File: config.mk
export PLATFORM = sky130hd
export DESIGN_NAME = lrsc_resv_monitor
export DESIGN_NICKNAME = d
export VERILOG_FILES = /design/src/rtl/lrsc_pkg.sv /design/src/rtl/lrsc_resv_reg.sv /design/src/rtl/lrsc_sc_resp.sv /design/src/rtl/lrsc_probe_ctrl.sv /design/src/rtl/lrsc_resv_monitor.sv
export SDC_FILE = /design/constraint.sdc
export NUM_CORES = 1
export LEC_CHECK = 0
export ABC_AREA = 1
export ABC_CLOCK_PERIOD_IN_PS = 3100
export BUFFER_PORTS_ARGS = -buffer_cell sky130_fd_sc_hd__buf_2
export CAP_MARGIN = 10
export CORE_ASPECT_RATIO = 0.75
export CORE_MARGIN = 2
export CORE_UTILIZATION = 50
export DETAILED_ROUTE_END_ITERATION = 8
export PLACE_DENSITY = 0.77
export SYNTH_ARGS = -nofsm -noshare
export SYNTH_HDL_FRONTEND = slang
export SYNTH_HIERARCHICAL = 1
export SYNTH_SLANG_ARGS = --single-unit
File: constraint.sdc
create_clock -name clk -period 3.1 [get_ports clk]
set_input_delay 0.62 -clock clk [delete_from_list [all_inputs] [get_ports clk]]
set_output_delay 0.62 -clock clk [all_outputs]
set_load 0.1 [all_outputs]
File: src/rtl/lrsc_pkg.sv
package lrsc_pkg;

    localparam int ADDR_W_DEF     = 32;
    localparam int LINE_BYTES_DEF = 64;
    localparam int HOLD_MAX_DEF   = 16;

    typedef enum logic [1:0] {
        SC_OK         = 2'd0,
        SC_NO_RESV    = 2'd1,
        SC_WRONG_LINE = 2'd2
    } sc_code_e;

    typedef enum logic [1:0] {
        PRB_IDLE = 2'd0,
        PRB_HOLD = 2'd1,
        PRB_ACK  = 2'd2
    } prb_state_e;

    // Outcome of a store-conditional against the current reservation.
    function automatic sc_code_e sc_judge(input logic armed, input logic same_line);
        if (!armed)
            return SC_NO_RESV;
        else if (!same_line)
            return SC_WRONG_LINE;
        else
            return SC_OK;
    endfunction

endpackage

File: src/rtl/lrsc_resv_reg.sv
module lrsc_resv_reg #(
    parameter int LINE_W = 26
) (
    input  logic              clk,
    input  logic              rst,
    input  logic              take,
    input  logic [LINE_W-1:0] take_line,
    input  logic              drop,
    output logic              armed,
    output logic [LINE_W-1:0] line
);

    typedef struct packed {
        logic              armed;
        logic [LINE_W-1:0] line;
    } resv_t;

    resv_t cur_q;
    resv_t cur_n;

    always_comb begin
        cur_n = cur_q;
        if (take) begin
            cur_n.armed = 1'b1;
            cur_n.line  = take_line;
        end else if (drop) begin
            cur_n.armed = 1'b0;
        end
    end

    always_ff @(posedge clk) begin
        if (rst) begin
            cur_q <= '0;
        end else begin
            cur_q <= cur_n;
        end
    end

    assign armed = cur_q.armed;
    assign line  = cur_q.line;

endmodule

File: src/rtl/lrsc_sc_resp.sv
module lrsc_sc_resp
    import lrsc_pkg::*;
#(
    parameter int LINE_W = 26
) (
    input  logic              clk,
    input  logic              rst,
    input  logic              sc_req,
    input  logic [LINE_W-1:0] sc_line,
    input  logic              armed,
    input  logic [LINE_W-1:0] resv_line,
    output logic              done,
    output sc_code_e          code
);

    sc_code_e code_n;

    always_comb begin
        code_n = sc_judge(armed, resv_line == sc_line);
    end

    always_ff @(posedge clk) begin
        if (rst) begin
            done <= 1'b0;
            code <= SC_NO_RESV;
        end else begin
            done <= sc_req;
            if (sc_req) begin
                code <= code_n;
            end
        end
    end

endmodule

File: src/rtl/lrsc_probe_ctrl.sv
module lrsc_probe_ctrl
    import lrsc_pkg::*;
#(
    parameter int LINE_W   = 26,
    parameter int HOLD_MAX = 16
) (
    input  logic              clk,
    input  logic              rst,
    input  logic              req,
    input  logic [LINE_W-1:0] req_line,
    input  logic              armed,
    input  logic [LINE_W-1:0] resv_line,
    output logic              ack,
    output logic              holding,
    output logic              expire,
    output logic              rel_now,
    output logic [LINE_W-1:0] rel_line
);

    localparam int CNT_W = $clog2(HOLD_MAX + 1);

    prb_state_e        state_q, state_n;
    logic [CNT_W-1:0]  cnt_q, cnt_n;
    logic [LINE_W-1:0] held_q, held_n;
    logic              hit_new, hit_held;

    assign hit_new  = armed && (resv_line == req_line);
    assign hit_held = armed && (resv_line == held_q);

    always_comb begin
        state_n  = state_q;
        cnt_n    = cnt_q;
        held_n   = held_q;
        rel_now  = 1'b0;
        expire   = 1'b0;
        rel_line = held_q;
        unique case (state_q)
            PRB_IDLE: begin
                if (req) begin
                    held_n = req_line;
                    if (hit_new) begin
                        state_n = PRB_HOLD;
                        cnt_n   = CNT_W'(1);
                    end else begin
                        state_n  = PRB_ACK;
                        rel_now  = 1'b1;
                        rel_line = req_line;
                    end
                end
            end
            PRB_HOLD: begin
                if (!hit_held) begin
                    state_n = PRB_ACK;
                    rel_now = 1'b1;
                end else if (cnt_q == CNT_W'(HOLD_MAX)) begin
                    state_n = PRB_ACK;
                    rel_now = 1'b1;
                    expire  = 1'b1;
                end else begin
                    cnt_n = cnt_q + CNT_W'(1);
                end
            end
            PRB_ACK: begin
                state_n = PRB_IDLE;
            end
            default: begin
                state_n = PRB_IDLE;
            end
        endcase
    end

    always_ff @(posedge clk) begin
        if (rst) begin
            state_q <= PRB_IDLE;
            cnt_q   <= '0;
            held_q  <= '0;
        end else begin
            state_q <= state_n;
            cnt_q   <= cnt_n;
            held_q  <= held_n;
        end
    end

    assign ack     = (state_q == PRB_ACK);
    assign holding = (state_q == PRB_HOLD);

endmodule

File: src/rtl/lrsc_resv_monitor.sv
module lrsc_resv_monitor
    import lrsc_pkg::*;
#(
    parameter int ADDR_W     = ADDR_W_DEF,
    parameter int LINE_BYTES = LINE_BYTES_DEF,
    parameter int HOLD_MAX   = HOLD_MAX_DEF
) (
    input  logic              clk,
    input  logic              rst,
    input  logic              lr_valid,
    input  logic [ADDR_W-1:0] lr_addr,
    input  logic              sc_valid,
    input  logic [ADDR_W-1:0] sc_addr,
    input  logic              trap,
    output logic              sc_done,
    output logic [1:0]        sc_code,
    input  logic              prb_req,
    input  logic [ADDR_W-1:0] prb_addr,
    output logic              prb_ack
);

    localparam int OFF_W  = $clog2(LINE_BYTES);
    localparam int LINE_W = ADDR_W - OFF_W;

    logic [LINE_W-1:0] lr_line, sc_line, prb_line;
    logic              resv_valid;
    logic [LINE_W-1:0] resv_line;
    logic              holding, expire, rel_now;
    logic [LINE_W-1:0] rel_line;
    logic              lr_take, resv_drop;
    sc_code_e          code_e;

    assign lr_line  = lr_addr[ADDR_W-1:OFF_W];
    assign sc_line  = sc_addr[ADDR_W-1:OFF_W];
    assign prb_line = prb_addr[ADDR_W-1:OFF_W];

    // A load-reserved loses against a trap and against the release of its own line.
    assign lr_take   = lr_valid && !trap && !(rel_now && (rel_line == lr_line));
    assign resv_drop = sc_valid || trap || expire;

    lrsc_resv_reg #(
        .LINE_W(LINE_W)
    ) resv_i (
        .clk      (clk),
        .rst      (rst),
        .take     (lr_take),
        .take_line(lr_line),
        .drop     (resv_drop),
        .armed    (resv_valid),
        .line     (resv_line)
    );

    lrsc_sc_resp #(
        .LINE_W(LINE_W)
    ) sc_i (
        .clk      (clk),
        .rst      (rst),
        .sc_req   (sc_valid),
        .sc_line  (sc_line),
        .armed    (resv_valid && !trap),
        .resv_line(resv_line),
        .done     (sc_done),
        .code     (code_e)
    );

    lrsc_probe_ctrl #(
        .LINE_W  (LINE_W),
        .HOLD_MAX(HOLD_MAX)
    ) prb_i (
        .clk      (clk),
        .rst      (rst),
        .req      (prb_req),
        .req_line (prb_line),
        .armed    (resv_valid),
        .resv_line(resv_line),
        .ack      (prb_ack),
        .holding  (holding),
        .expire   (expire),
        .rel_now  (rel_now),
        .rel_line (rel_line)
    );

    assign sc_code = code_e;

endmodule

* Yosys cells after proc, flatten, opt, wreduce, memory -nomap -nowiden
Cells that the tools add are included.
Widths: inputs -> output; s select.
** Word-level totals
- Bits in registers :: 63
- Bits in latches :: 0
- Memory bits (writable) :: 0
- ROM bits :: 0
- Bits of input ports :: 102
- Output and inout bits :: 4
- Logic and storage cells :: 60
- Memories :: 0
** Operators by class
- Add/subtract/negate cells :: 1
- $mul :: 0
- Divide/modulo/power cells :: 0
- Order comparisons :: 0
- Eq/ne operators :: 12
- Shift-type cells :: 0
- Multiplexer cells :: 24
- Bitwise logic cells :: 0
- Reduce and logical (&&, ||, !) cells :: 16
** Operators by type and width (number)
- $eq 26x26->1 :: 4
- $mux 26 :: 3
- $mux 5 :: 4
- $mux 2 :: 6
- $pmux 5 s2 :: 1
- $mux 1 :: 8
- $logic_and 1x1->1 :: 6
- $add 5x1->5 const B :: 1
- $eq 5x5->1 const B :: 1
- $reduce_and 5->1 :: 1
- $ne 2x1->1 const B :: 2
- $ne 2x2->1 const B :: 2
- $pmux 2 s2 :: 1
- $reduce_and 2->1 :: 2
- $reduce_bool 2->1 :: 2
- $ne 3x3->1 const B :: 1
- $eq 2x1->1 const B :: 1
- $eq 2x2->1 const B :: 1
- $logic_not 1->1 :: 2
- $logic_not 2->1 :: 1
- $logic_or 1x1->1 :: 2
- $pmux 1 s2 :: 1

* Logic depth before layout (Yosys ltp)
Gate-level depths: netlist (run 1).
- Depth in word-level cells :: 10
- Depth in mapped cells :: 25
- Depth with buffers taken out :: 22

* Hierarchy
Netlist (run 1), hierarchy kept.
** By module, submodules not included
- lrsc_probe_ctrl :: times used 1, cells each 442, area each 2481.1 µm², sequential area each 660.6 µm²
- lrsc_resv_reg :: times used 1, cells each 117, area each 967.2 µm², sequential area each 540.5 µm²
- lrsc_resv_monitor :: times used 1, cells each 154, area each 596.8 µm², sequential area each 0.0 µm²
- lrsc_sc_resp :: times used 1, cells each 123, area each 563.0 µm², sequential area each 60.1 µm²

* Worst setup path before layout (run 1)
Ideal clock, no wire load.
- Path kind :: input to register
- Start :: input port prb_addr[7]
- End :: register resv_i.cur_q, in the netlist resv_i/line[11]
- Library setup time :: 0.116 ns
- Arrival :: 2.560 ns
- Data required time :: 2.984 ns
- Path slack :: 0.424 ns
- Stages on the path :: 23
- Path buffers :: 3
- Path through :: inv_1 -> nand2_1 -> nand2_1 -> nand2_1 -> nor2_1 -> nand3_2 -> o21ai_4 -> buf_4 -> nand2_1 -> o21ai_1 -> inv_1 -> nand2_1 -> nand2_1 -> nor2_1 -> nand2_1 -> nor2_1 -> nand2_1 -> nor2_1 -> nor2_1 -> buf_6 -> buf_6 -> o21ai_0 -> nor2_1
** On the way
- Word-level cells in the longest chain between the ends :: 9
- Elaborated cells on any way between the ends :: 12
- Classes of those cells :: eq/ne (2); mux (6); reduce/logical (4)
** Ends and longest elaborated chain
- start: declaration :: line lrsc_resv_monitor.sv:18 : input logic [ADDR_W-1:0] prb_addr,
- $eq 26x26->1 :: line lrsc_probe_ctrl.sv:27 : assign hit_new = armed && (resv_line == req_line);
- $logic_and 1x1->1 :: line lrsc_probe_ctrl.sv:27
- $mux 26 :: line lrsc_probe_ctrl.sv:41 : if (hit_new) begin
- $mux 26 :: line lrsc_probe_ctrl.sv:39 : if (req) begin
- $mux 26 :: line lrsc_probe_ctrl.sv:37 : unique case (state_q)
- net rel_line[13] :: line lrsc_resv_monitor.sv:29 : logic [LINE_W-1:0] rel_line;
- $eq 26x26->1 :: line lrsc_resv_monitor.sv:38 : assign lr_take = lr_valid && !trap && !(rel_now && (rel_line == lr_line));
- $logic_and 1x1->1 :: line lrsc_resv_monitor.sv:38
- $logic_not 1->1 :: line lrsc_resv_monitor.sv:38
- $logic_and 1x1->1 :: line lrsc_resv_monitor.sv:38
- net lr_take :: line lrsc_resv_monitor.sv:30 : logic lr_take, resv_drop;
- end signal: assignment :: line lrsc_resv_reg.sv:35 : cur_q <= cur_n;
- end: declaration :: line lrsc_resv_reg.sv:18 : resv_t cur_q;
The timed path passes the listed nets, and every way through them passes these cells.
A chain may end at the register's enable or synchronous reset.

* Worst setup path in the final report (run 1)
- Start :: register resv_i.cur_q, in the netlist resv_i/line[13]
- End :: register resv_i.cur_q, in the netlist resv_i/line[0]
** On the way
- Word-level cells in the longest chain between the ends :: 9
- Elaborated cells on any way between the ends :: 15
- Classes of those cells :: eq/ne (3); mux (7); reduce/logical (5)
** Ends and longest elaborated chain (line)
- $eq 26x26->1 :: lrsc_probe_ctrl.sv:27
- $logic_and 1x1->1 :: lrsc_probe_ctrl.sv:27
- $mux 26 :: lrsc_probe_ctrl.sv:41
- $mux 26 :: lrsc_probe_ctrl.sv:39
- $mux 26 :: lrsc_probe_ctrl.sv:37
- net rel_line[22] :: lrsc_resv_monitor.sv:29
- $eq 26x26->1 :: lrsc_resv_monitor.sv:38
- $logic_and 1x1->1 :: lrsc_resv_monitor.sv:38
- $logic_not 1->1 :: lrsc_resv_monitor.sv:38
- $logic_and 1x1->1 :: lrsc_resv_monitor.sv:38
- net lr_take :: lrsc_resv_monitor.sv:30
The timed path passes the listed nets, and every way through them passes these cells.

==> results of run 1 <==
-- final timing paths --
kind | cells after the start | start | slack, ns | endpoint
max | 22 | resv_i/line[13] | 0.04 | resv_i/line[0]
min | 2 | sc_i/code[1] | 0.47 | sc_i/code[1]
max reg2reg | 22 | resv_i/line[13] | 0.04 | resv_i/line[0]
min reg2reg | 2 | sc_i/code[1] | 0.47 | sc_i/code[1]
-- flip-flops by register name, summed over array words and instances (netlist names) --
register	count
sc_i/code	2
resv_i/line	26
prb_i/held_q	26
prb_i/cnt_q	5
prb_i/state_q	2
sc_i/done	1
resv_i/armed	1
-- routing by layer --
layer	up-vias	share of wire (%)	track usage, %
li1	2751	-	-
met3	33	8.4	5.78
met5	-	0	0
met1	2310	45	38.4
met2	219	44	47.1
met4	0	2.0	8.11
-- power by group --
group	switching (W)	leakage (nW)	internal, W
Combinational	0.000366	2.56	0.000254
Sequential	0.0000570	0.524	0.000864
Clock	0.000394	0.139	0.000626
Total	0.000817	3.22	0.00174
-- cell usage in the layout (no fill, tap or decap), drive strengths merged --
cell type  Yosys  layout
nand2        282     282
inv          157     157
nor2         142     142
buf           13     129
o21ai         84      84
dfxtp         63      63
a21oi         38      38
xor2          14      14
clkbuf         7      13
nand3         13      13
xnor2         12      12
clkinv         2       5
clkinvlp       0       2
nand4          2       2
ha             2       2
or3            1       1
bufinv         0       1
nor4           1       1
a31oi          1       1
nor3           1       1
o21bai         1       1
-- area by class of cell --
| class | count | area [µm²] | share of cell area, % |
|---|---|---|---|
| Inverter | 159 | 604 | 10.2 |
| Timing Repair Buffer | 132 | 891 | 15.1 |
| Multi-Input combinational cell | 594 | 2690 | 45.5 |
| Clock buffer | 10 | 229 | 3.88 |
| Clock inverter | 6 | 71.3 | 1.21 |
| Sequential cell | 63 | 1280 | 21.7 |
| Tap cell | 112 | 140 | 2.37 |
-- worst max-delay path, stage by stage (launching register included) --
cell and delay, ns:
dfxtp_1 0.44, inv_1 0.06, nand2_1 0.09, nand2_1 0.06, nor2_1 0.08, nand2_1 0.07
nor2_2 0.13, nand2_2 0.09, o21ai_4 0.22, buf_12 0.16, clkbuf_16 0.14, o21ai_0 0.12
nor2_1 0.12, nor2_1 0.05, nor2_1 0.09, nand2_1 0.07, nor2_2 0.17, nand2_1 0.11
nor2_2 0.19, nor2_4 0.10, buf_12 0.16, o21ai_1 0.14, nor2_1 0.08
-- per-stage QoR --
| stage | setup WS, ns | setup TNS [ns] | area (µm²) |
|---|---|---|---|
| detailed placement | -0.182 | -3.92 | 5400 |
| global route | -0.171 | -2.98 | 5900 |
| floorplan | 0.424 | 0 | 4610 |
| finish | 0.0435 | 0 | 5900 |
| global placement | -0.104 | -1.99 | 5400 |
| CTS | 0.0902 | 0 | 5700 |
-- timing repair --
| action | in CTS | in global routing |
|---|---|---|
| endpoints found under the setup margin | 0 | 27 |
| hold endpoints to repair | 0 | 0 |
| gates resized for setup | 0 | 62 |
| buffers inserted | 0 | 1 |
-- cell families (layout without fill, tap and decap cells) --
group,after synthesis,after routing
buf+inv,179,307
fa+ha+maj,2,2
compound gates,124,124
simple gates,442,442
xor+xnor,26,26
flops,63,63
==> impl_metrics.tcl, run 1 <==
set metrics [dict create \
    dr.pass1.iters 7 \
    measured_slew_at_the_worst_slew_check_pin_ns 0.993 \
    final_weighted_congestion_in_routability_driven_placement 0.896 \
    synth-adder-area-share_pct 0.543 \
    instance_count_of_the_mapped_netlist 836 \
    result_of_the_run "completed" \
    total_power_w 0.00256 \
    root_buffer "clkbuf_16" \
    later_pin_clock_latency_in_the_skew_report_ns 0.34 \
    clock_tree_from_tritoncts "built" \
    yosys_warnings 6 \
    rsz_0062_raised_after_global_routing "yes" \
    placed_wire_length_estimate_after_detailed_placement_um 10200 \
    route.detailed.vias_per_inst 4.94 \
    hold_viol 0 \
    core.rowCount 30 \
    yosysMostFrequentCell "nand2_1" \
    antenna_violations_before_repair 0 \
    max-vdd-ir-drop_v 0.000215 \
    placeableCoreArea_mm2 0.00901 \
    fraction_of_final_layout_cells_with_drive_strength_greater_than_1_pct 20.5 \
    die_height_um 87.1 \
    postRouteWirelength_um 14400 \
    die_outline_area_mm2 0.0100 \
    placed_cells_incl_taps 1056 \
    timing.critical_path.arrival_ns 3.28 \
    global_route_wire_length_before_repair_um 22200 \
    tritoncts_num_sinks 63 \
    worstPathRequired_ns 3.32 \
    vias_in_the_first_global_route 4684 \
    postSynthRegisterBits 63 \
    synth.distinct_cells 30 \
    yosys.area.top_type "dfxtp_1" \
    report.final.slew_viol_count 0 \
    min_period_over_period_pct 98.6 \
    fillCellCount 844 \
    post_detailed_route_drc_marker_count 0 \
    hold_path_class "reg -> reg" \
    port_buffers 87 \
    synth_compound_area_share_pct 13.9 \
    endpoint_kind "flop" \
    globalRouteOverflowTotal 0 \
    maximum_clock_rate_mhz 327 \
    design.final.nets 1063 \
    layout-area-overhead-vs-synth_pct 28.1 \
    ant_nets 0 \
    clock-skew-final_ns 0.00896 \
    synth_seq_area_share_pct 27.4 \
    timing.final.setup_violations 0 \
    synth_flop_cell "dfxtp_1" \
    ctsHtreeMaxLevel 3 \
    worst_slew_margin_rel_pct 33.7 \
    xor_xnor_fraction_of_synth_area_pct 4.94 \
    synth_top_family_by_area "simple AND/OR/NAND/NOR gates" \
    final_period_minus_worst_setup_slack_ns 3.06 \
    asyncSetResetFlopFracSynth_pct 0 \
    clk_transition_reported_paths_ns 0.06 \
    synthTopCellsByCount "281 x nand2_1, 149 x inv_1, 139 x nor2_1, 63 x dfxtp_1, 55 x o21ai_0" \
    final-instance-count-excl-fill 1076 \
    critPathLaunchType "flop" \
    route.vias.total 5313 \
    initialDrtViolationCount 490 \
    cellLeakagePower_nw 3.22 \
    ys_top_cells_by_area "dfxtp_1 27%, nand2_1 23%, inv_1 12%, nor2_1 11%, o21ai_0 6.0%" \
    synth_mux_area_share_pct 0 \
    finalHoldWorstSlack_ns 0.468 \
    insertedDiodeCount 0 \
    die_w_um 115 \
    utilization_pct 65.5 \
    synth.avg_cell_area_um2 5.51 \
    i_o_pins 106 \
    worst-path-max-fanout 8 \
    clock_tree.buffer_depth 2 \
    crit_type "reg -> reg" \
    start_util_pct 51.2 \
    grt.total_usage_pct 28.7 \
    synth_simple_gate_area_share_pct 37.3 \
    synth-edff-count 0 \
    drv.max_cap_violation_count 0 \
    synth_fp_nets 940 \
    powerDensity_mw_per_mm2 434 \
    post_cts_hold_buffer_count 0 \
    grt_start_max_net_pins 54 \
    post-synth-top-area-fraction_pct 27.4 \
    detail_route.wl_per_cell_um 13.3 \
    syn-cell-area_mm2 0.00461 \
    numCtsBuffers 9 \
]
(Power assumes the default switching activity.)
==> inputs of run 2 (changes only) <==
- ABC_CLOCK_PERIOD_IN_PS: 3100 -> 2450
- HOLD_SLACK_MARGIN: not set -> 0.02
- PLACE_DENSITY: 0.77 -> 0.8
- clock period: 3.1 -> 2.45 ns (I/O delays scaled with it)
==> impl_metrics.tcl, run 2 (synthesis gave the netlist of run 1 again) <==
set metrics [dict create \
    later_pin_clock_latency_in_the_skew_report_ns 0.34 \
    max-vdd-ir-drop_v 0.000423 \
    maximum_clock_rate_mhz 349 \
    core.rowCount 30 \
    global_route_wire_length_before_repair_um 23300 \
    grt_start_max_net_pins 54 \
    rsz_0062_raised_after_global_routing "yes" \
    die_outline_area_mm2 0.0100 \
    result_of_the_run "finished with violations" \
    clock-skew-final_ns 0.00647 \
    use_met1_pct 41.6 \
    timing.final.setup_violations 27 \
    endpoint_kind "flop" \
    final_weighted_congestion_in_routability_driven_placement 0.905 \
    cellLeakagePower_nw 3.44 \
    min_period_over_period_pct 117 \
    port_buffers 87 \
    powerDensity_mw_per_mm2 541 \
    crit_type "reg -> reg" \
    cellInternalPower_w 0.00236 \
    clock_tree_from_tritoncts "built" \
    dpl-instance-area_mm2 0.00569 \
    route.vias.total 5558 \
    failing_checks "setup timing" \
    hold_viol 0 \
    clk_transition_reported_paths_ns 0.05 \
    crit_chain "nand2_1 -> nand2_1 -> nor2_1 -> nand2_1 -> nor2_2 -> nand2_2 -> o21ai_4 -> buf_12 -> buf_12 -> nand2_1 -> o21ai_1 -> inv_1 -> nand2_1 -> nand2_1 -> nor2_1 -> nand2_1 -> nor2_1 -> nand2_1 -> nor2_1 -> nor2_2 -> buf_12 -> inv_16 -> nor2_1 -> nor2_1" \
    mostFrequentLayoutCell "nand2_1" \
    worst-path-max-fanout 14 \
    worst_slew_margin_rel_pct 62.3 \
    worstPathRequired_ns 2.72 \
    r2r.worst_path.cells 24 \
    power.net_switching_w 0.00104 \
    clock_tree.buffer_depth 2 \
    tritoncts_num_sinks 63 \
    die_height_um 87.1 \
    post_cts_hold_buffer_count 0 \
    timing.rr.end "resv_i/line[3]" \
    utilization_pct 69.9 \
    root_buffer "clkbuf_16" \
    placeableCoreArea_mm2 0.00901 \
    final_cell_area_excluding_filler_cells_mm2 0.00629 \
    design.final.nets 1103 \
    holdPathStages 3 \
    final-instance-count-excl-fill 1116 \
    start_util_pct 51.2 \
    path_common_cell "nand2_1" \
    dr.pass1.iters 5 \
    grt.total_usage_pct 30.4 \
    groute.layer.met3.usage_pct 8.42 \
    fillCellCount 777 \
    insertedDiodeCount 0 \
    post_detailed_route_drc_marker_count 0 \
    ctsHtreeMaxLevel 3 \
    area_of_the_multi_input_gates_mm2 0.00270 \
    postRouteWirelength_um 15400 \
    globalRouteMet2Util_pct 46.8 \
    critPathLaunchType "flop" \
    report.final.slew_viol_count 0 \
    pwr-share-comb_pct 26.2 \
    layout-area-overhead-vs-synth_pct 36.6 \
    initialDrtViolationCount 493 \
    placed_wire_length_estimate_after_detailed_placement_um 10700 \
    timing.critical_path.arrival_ns 3.13 \
    final_critical_path_setup_slack_ns -0.417 \
    setup.reg_to_reg.worst_slack_ns -0.42 \
    i_o_pins 106 \
    layout.area.seq_mm2 0.00128 \
    hold_start "lr_addr[8]" \
    measured_slew_at_the_worst_slew_check_pin_ns 0.565 \
    layout.cells.most_common_list "275 x nand2_1, 137 x inv_1, 128 x nor2_1, 87 x buf_2, 73 x buf_4" \
    route.detailed.vias_per_inst 4.98 \
    total_power_w 0.00340 \
    p_clk_share_pct 39.8 \
    placed_cells_incl_taps 1090 \
    ant_nets 0 \
    p_sw_share_pct 30.7 \
    grt_most_used_layer "met2" \
    hold_path_class "in -> reg" \
    globalRouteOverflowTotal 0 \
    seqPwrFrac_pct 34.0 \
    hold-path-endpoint "resv_i/line[2]" \
    max_stage_delay_ns 0.34 \
    crit_slowest_cell "dfxtp_2" \
    drv.max_cap_violation_count 0 \
    fraction_of_final_layout_cells_with_drive_strength_greater_than_1_pct 25.3 \
    numCtsBuffers 9 \
    antenna_violations_before_repair 0 \
    die_w_um 115 \
    vias_in_the_first_global_route 4898 \
    reg2reg_from "resv_i/line[19]" \
    final_period_minus_worst_setup_slack_ns 2.87 \
    detail_route.wl_per_cell_um 13.8 \
]
run 2: cell types whose count changed in the layout (fill, tap and decap cells not counted), sizes merged:
| cell | previous run | this run |
|---|---|---|
| inv | 157 | 158 |
| clkinv | 5 | 4 |
| buf | 129 | 169 |
| clkinvlp | 2 | 0 |
| bufinv | 1 | 2 |
| clkbuf | 13 | 14 |
run 2: critical path, delay by kind of cell (launching register included):
| family | cells | cell delay [ns] |
|---|---|---|
| and+or+nand+nor | 17 | 1.55 |
| buffers and inverters | 5 | 0.60 |
| DFF | 1 | 0.34 |
| AOI/OAI and AO/OA | 2 | 0.27 |
run 2: cell type report:
class | instances | area share [%]
flip-flops and latches | 63 | 20.3
repair buffers | 171 | 19.3
inverters | 159 | 10.2
multi-input cells | 594 | 42.8
clock buffers | 12 | 3.76
repair inverters | 1 | 0.258
clock inverters | 4 | 1.11
well taps | 112 | 2.23
run 2: metrics by stage:
stage	setup TNS, ns	setup slack (ns)	hold slack, ns
after floorplan	-0.910	-0.0537	0.454
after global placement	-13.32	-0.504	0.457
after detailed placement	-14.92	-0.580	0.458
after CTS	-6.01	-0.252	0.398
after global routing	-14.94	-0.590	0.419
final	-10.51	-0.417	0.401
run 2: worst max-delay path by stage:
stage	slack, ns	from	cells past startpoint	endpoint
4_1_cts	-0.25	resv_i/line[10]	24	resv_i/line[25]
5_1_grt	-0.59	resv_i/line[25]	25	resv_i/line[25]
3_3_place_gp	-0.50	prb_addr[15]	25	resv_i/line[23]
2_1_floorplan	-0.05	prb_addr[15]	24	resv_i/line[12]
3_5_place_dp	-0.58	prb_addr[25]	25	resv_i/line[3]
6_report	-0.42	resv_i/line[19]	24	resv_i/line[3]
run 2: timing repair:
action                                  4_1_cts  5_1_grt
gates cloned                                  3        2
pin swaps                                     2        0
setup buffers                                 2        3
endpoints found under the setup margin       27       27
gates resized for setup                      41       16
run 2: metal layers:
metal | vias up | wire, µm
met1 | 2424 | 6770
met3 | 26 | 1770
met5 | - | 0
met2 | 282 | 6660
li1 | 2826 | -
met4 | 0 | 218
run 2: power groups by stage:
stage	clock network [W]	logic (W)	registers (W)
after floorplan	0	0.000450	0.00118
after global placement	0	0.000774	0.00117
after detailed placement	0	0.000788	0.00117
after CTS	0.00136	0.000836	0.00115
after global routing	0.00140	0.000982	0.00116
final	0.00136	0.000892	0.00116
==> inputs of run 3 (changes only) <==
==> constraint.sdc (replaced) <==
create_clock -name clk -period 2.45 [get_ports clk]
set_input_delay 0.245 -clock clk [delete_from_list [all_inputs] [get_ports clk]]
set_output_delay 0.245 -clock clk [all_outputs]
set_load 0.1 [all_outputs]
==> impl_metrics.tcl, run 3 (synthesis gave the netlist of run 1 again) <==
set metrics [dict create \
    utilization_pct 73.0 \
    die_w_um 115 \
    port_buffers 87 \
    timing.critical_path.arrival_ns 3.35 \
    design.final.nets 1128 \
    crit_type "reg -> reg" \
    p_sw_share_pct 31.6 \
    powerDensity_mw_per_mm2 533 \
    max-vdd-ir-drop_v 0.000354 \
    dr.pass1.iters 9 \
    min_period_over_period_pct 127 \
    vias_in_the_first_global_route 5162 \
    route.detailed.vias_per_inst 5.13 \
    ant_nets 0 \
    placeableCoreArea_mm2 0.00901 \
    cellInternalPower_w 0.00240 \
    power.net_switching_w 0.00111 \
    worstPathRequired_ns 2.69 \
    i_o_pins 106 \
    antenna_violations_before_repair 0 \
    fraction_of_final_layout_cells_with_drive_strength_greater_than_1_pct 27.4 \
    endpoint_kind "flop" \
    rsz_0062_raised_after_global_routing "yes" \
    route.vias.total 5856 \
    post_cts_hold_buffer_count 0 \
    final_critical_path_setup_slack_ns -0.659 \
    hold_path_class "in -> reg" \
    worst-path-max-fanout 7 \
    initialDrtViolationCount 686 \
    mostFrequentLayoutCell "nand2_1" \
    globalRouteOverflowTotal 0 \
    ctsHtreeMaxLevel 3 \
    global_route_wire_length_before_repair_um 24300 \
    drv.max_cap_violation_count 0 \
    layout-area-overhead-vs-synth_pct 42.8 \
    placement.setup.worst_slack_ns -0.475 \
    placed_wire_length_estimate_after_detailed_placement_um 11000 \
    post_detailed_route_drc_marker_count 7 \
    critPathLaunchType "flop" \
    clock-skew-final_ns 0.00539 \
    p_clk_share_pct 39.8 \
    hold_viol 0 \
    pwr-share-comb_pct 27.4 \
    report.final.slew_viol_count 0 \
    insertedDiodeCount 0 \
    die_height_um 87.1 \
    cellLeakagePower_nw 3.60 \
    final_weighted_congestion_in_routability_driven_placement 0.937 \
    clock_tree_from_tritoncts "built" \
    timing.final.setup_violations 27 \
    detail_route.wl_per_cell_um 14.4 \
    final_period_minus_worst_setup_slack_ns 3.11 \
    layout.cells.most_common_list "273 x nand2_1, 148 x inv_1, 130 x nor2_1, 90 x buf_4, 87 x buf_2" \
    die_outline_area_mm2 0.0100 \
    clk_transition_reported_paths_ns 0.06 \
    numCtsBuffers 9 \
    setup.reg_to_reg.worst_slack_ns -0.66 \
    maximum_clock_rate_mhz 322 \
    result_of_the_run "finished with violations" \
    tritoncts_num_sinks 63 \
    clock_tree.buffer_depth 2 \
    root_buffer "clkbuf_16" \
    start_util_pct 51.2 \
    later_pin_clock_latency_in_the_skew_report_ns 0.35 \
    measured_slew_at_the_worst_slew_check_pin_ns 0.725 \
    failing_checks "DRC, setup timing" \
    worst_slew_margin_rel_pct 51.6 \
    grt.total_usage_pct 31.8 \
    grt_start_max_net_pins 54 \
    seqPwrFrac_pct 32.8 \
    core.rowCount 30 \
    postRouteWirelength_um 16500 \
]
## run 3: timing repair
action                     CTS  global route
pin swaps                   15            15
setup endpoints to repair   27            27
gates cloned                 3             2
setup buffers                8             5
gates resized for setup     53            48
## run 3: through the flow
| stage | hold slack, ns | power [W] | instance area, µm² | cells | TNS [ns] |
|---|---|---|---|---|---|
| after global placement | 0.456 | 0.00195 | 5780 | 1108 | -9.33 |
| after floorplan | 0.307 | 0.00162 | 4610 | 836 | 0 |
| final | 0.153 | 0.00351 | 6580 | 1141 | -16.90 |
| after global routing | 0.175 | 0.00365 | 6580 | 1141 | -20.25 |
| after CTS | 0.142 | 0.00342 | 6360 | 1135 | -10.33 |
| after detailed placement | 0.460 | 0.00197 | 5780 | 1108 | -11.84 |
## run 3: cell type report
class / count / area, µm²
Timing Repair inverter: 1 / 30.0
Tap cell: 112 / 140
Clock inverter: 7 / 97.6
Multi-Input combinational cell: 594 / 2750
Fill cell: 735 / 2430
Sequential cell: 63 / 1280
Timing Repair Buffer: 196 / 1440
Clock buffer: 9 / 225
Inverter: 159 / 623
## run 3: worst max-delay path: stages, from the launching register on
cell and delay [ns]:
dfxtp_4 0.35, buf_6 0.11, nand2_2 0.05, nand2_1 0.05, nor2_1 0.09, nand2_1 0.07, nor2_2 0.17, nand2_2 0.10
o21ai_4 0.22, buf_12 0.15, buf_12 0.11, buf_16 0.12, nand2_4 0.04, o21ai_2 0.07, inv_1 0.06, nand2_1 0.05
nand2_1 0.06, nor2_1 0.10, nand2_1 0.07, nor2_2 0.17, nand2_2 0.09, nor2_4 0.14, nor2_4 0.06, buf_12 0.14
buf_6 0.13, o21ai_2 0.15, nor2_1 0.05
## run 3: worst paths after layout
| kind | to | from | cells past startpoint |
|---|---|---|---|
| setup / recovery | resv_i/line[12] | resv_i/line[9] | 26 |
| hold / removal | resv_i/line[2] | lr_addr[8] | 3 |
| setup reg to reg | resv_i/line[12] | resv_i/line[9] | 26 |
| hold reg to reg | sc_i/code[1] | sc_i/code[1] | 2 |
## run 3: power groups by stage
stage	sequential, W	clock [W]	combinational (W)
2_1_floorplan	0.00118	0	0.000439
3_3_place_gp	0.00116	0	0.000785
3_5_place_dp	0.00117	0	0.000800
4_1_cts	0.00115	0.00140	0.000874
5_1_grt	0.00116	0.00144	0.00104
6_report	0.00115	0.00140	0.000962
## run 3: layer usage
metal	share of wire (%)	GRT usage, %	wire length (µm)
met5	0	0	0
met2	44	51.4	7290
met4	4.3	13.4	708
met3	11	7.24	1840
met1	40	41.1	6640
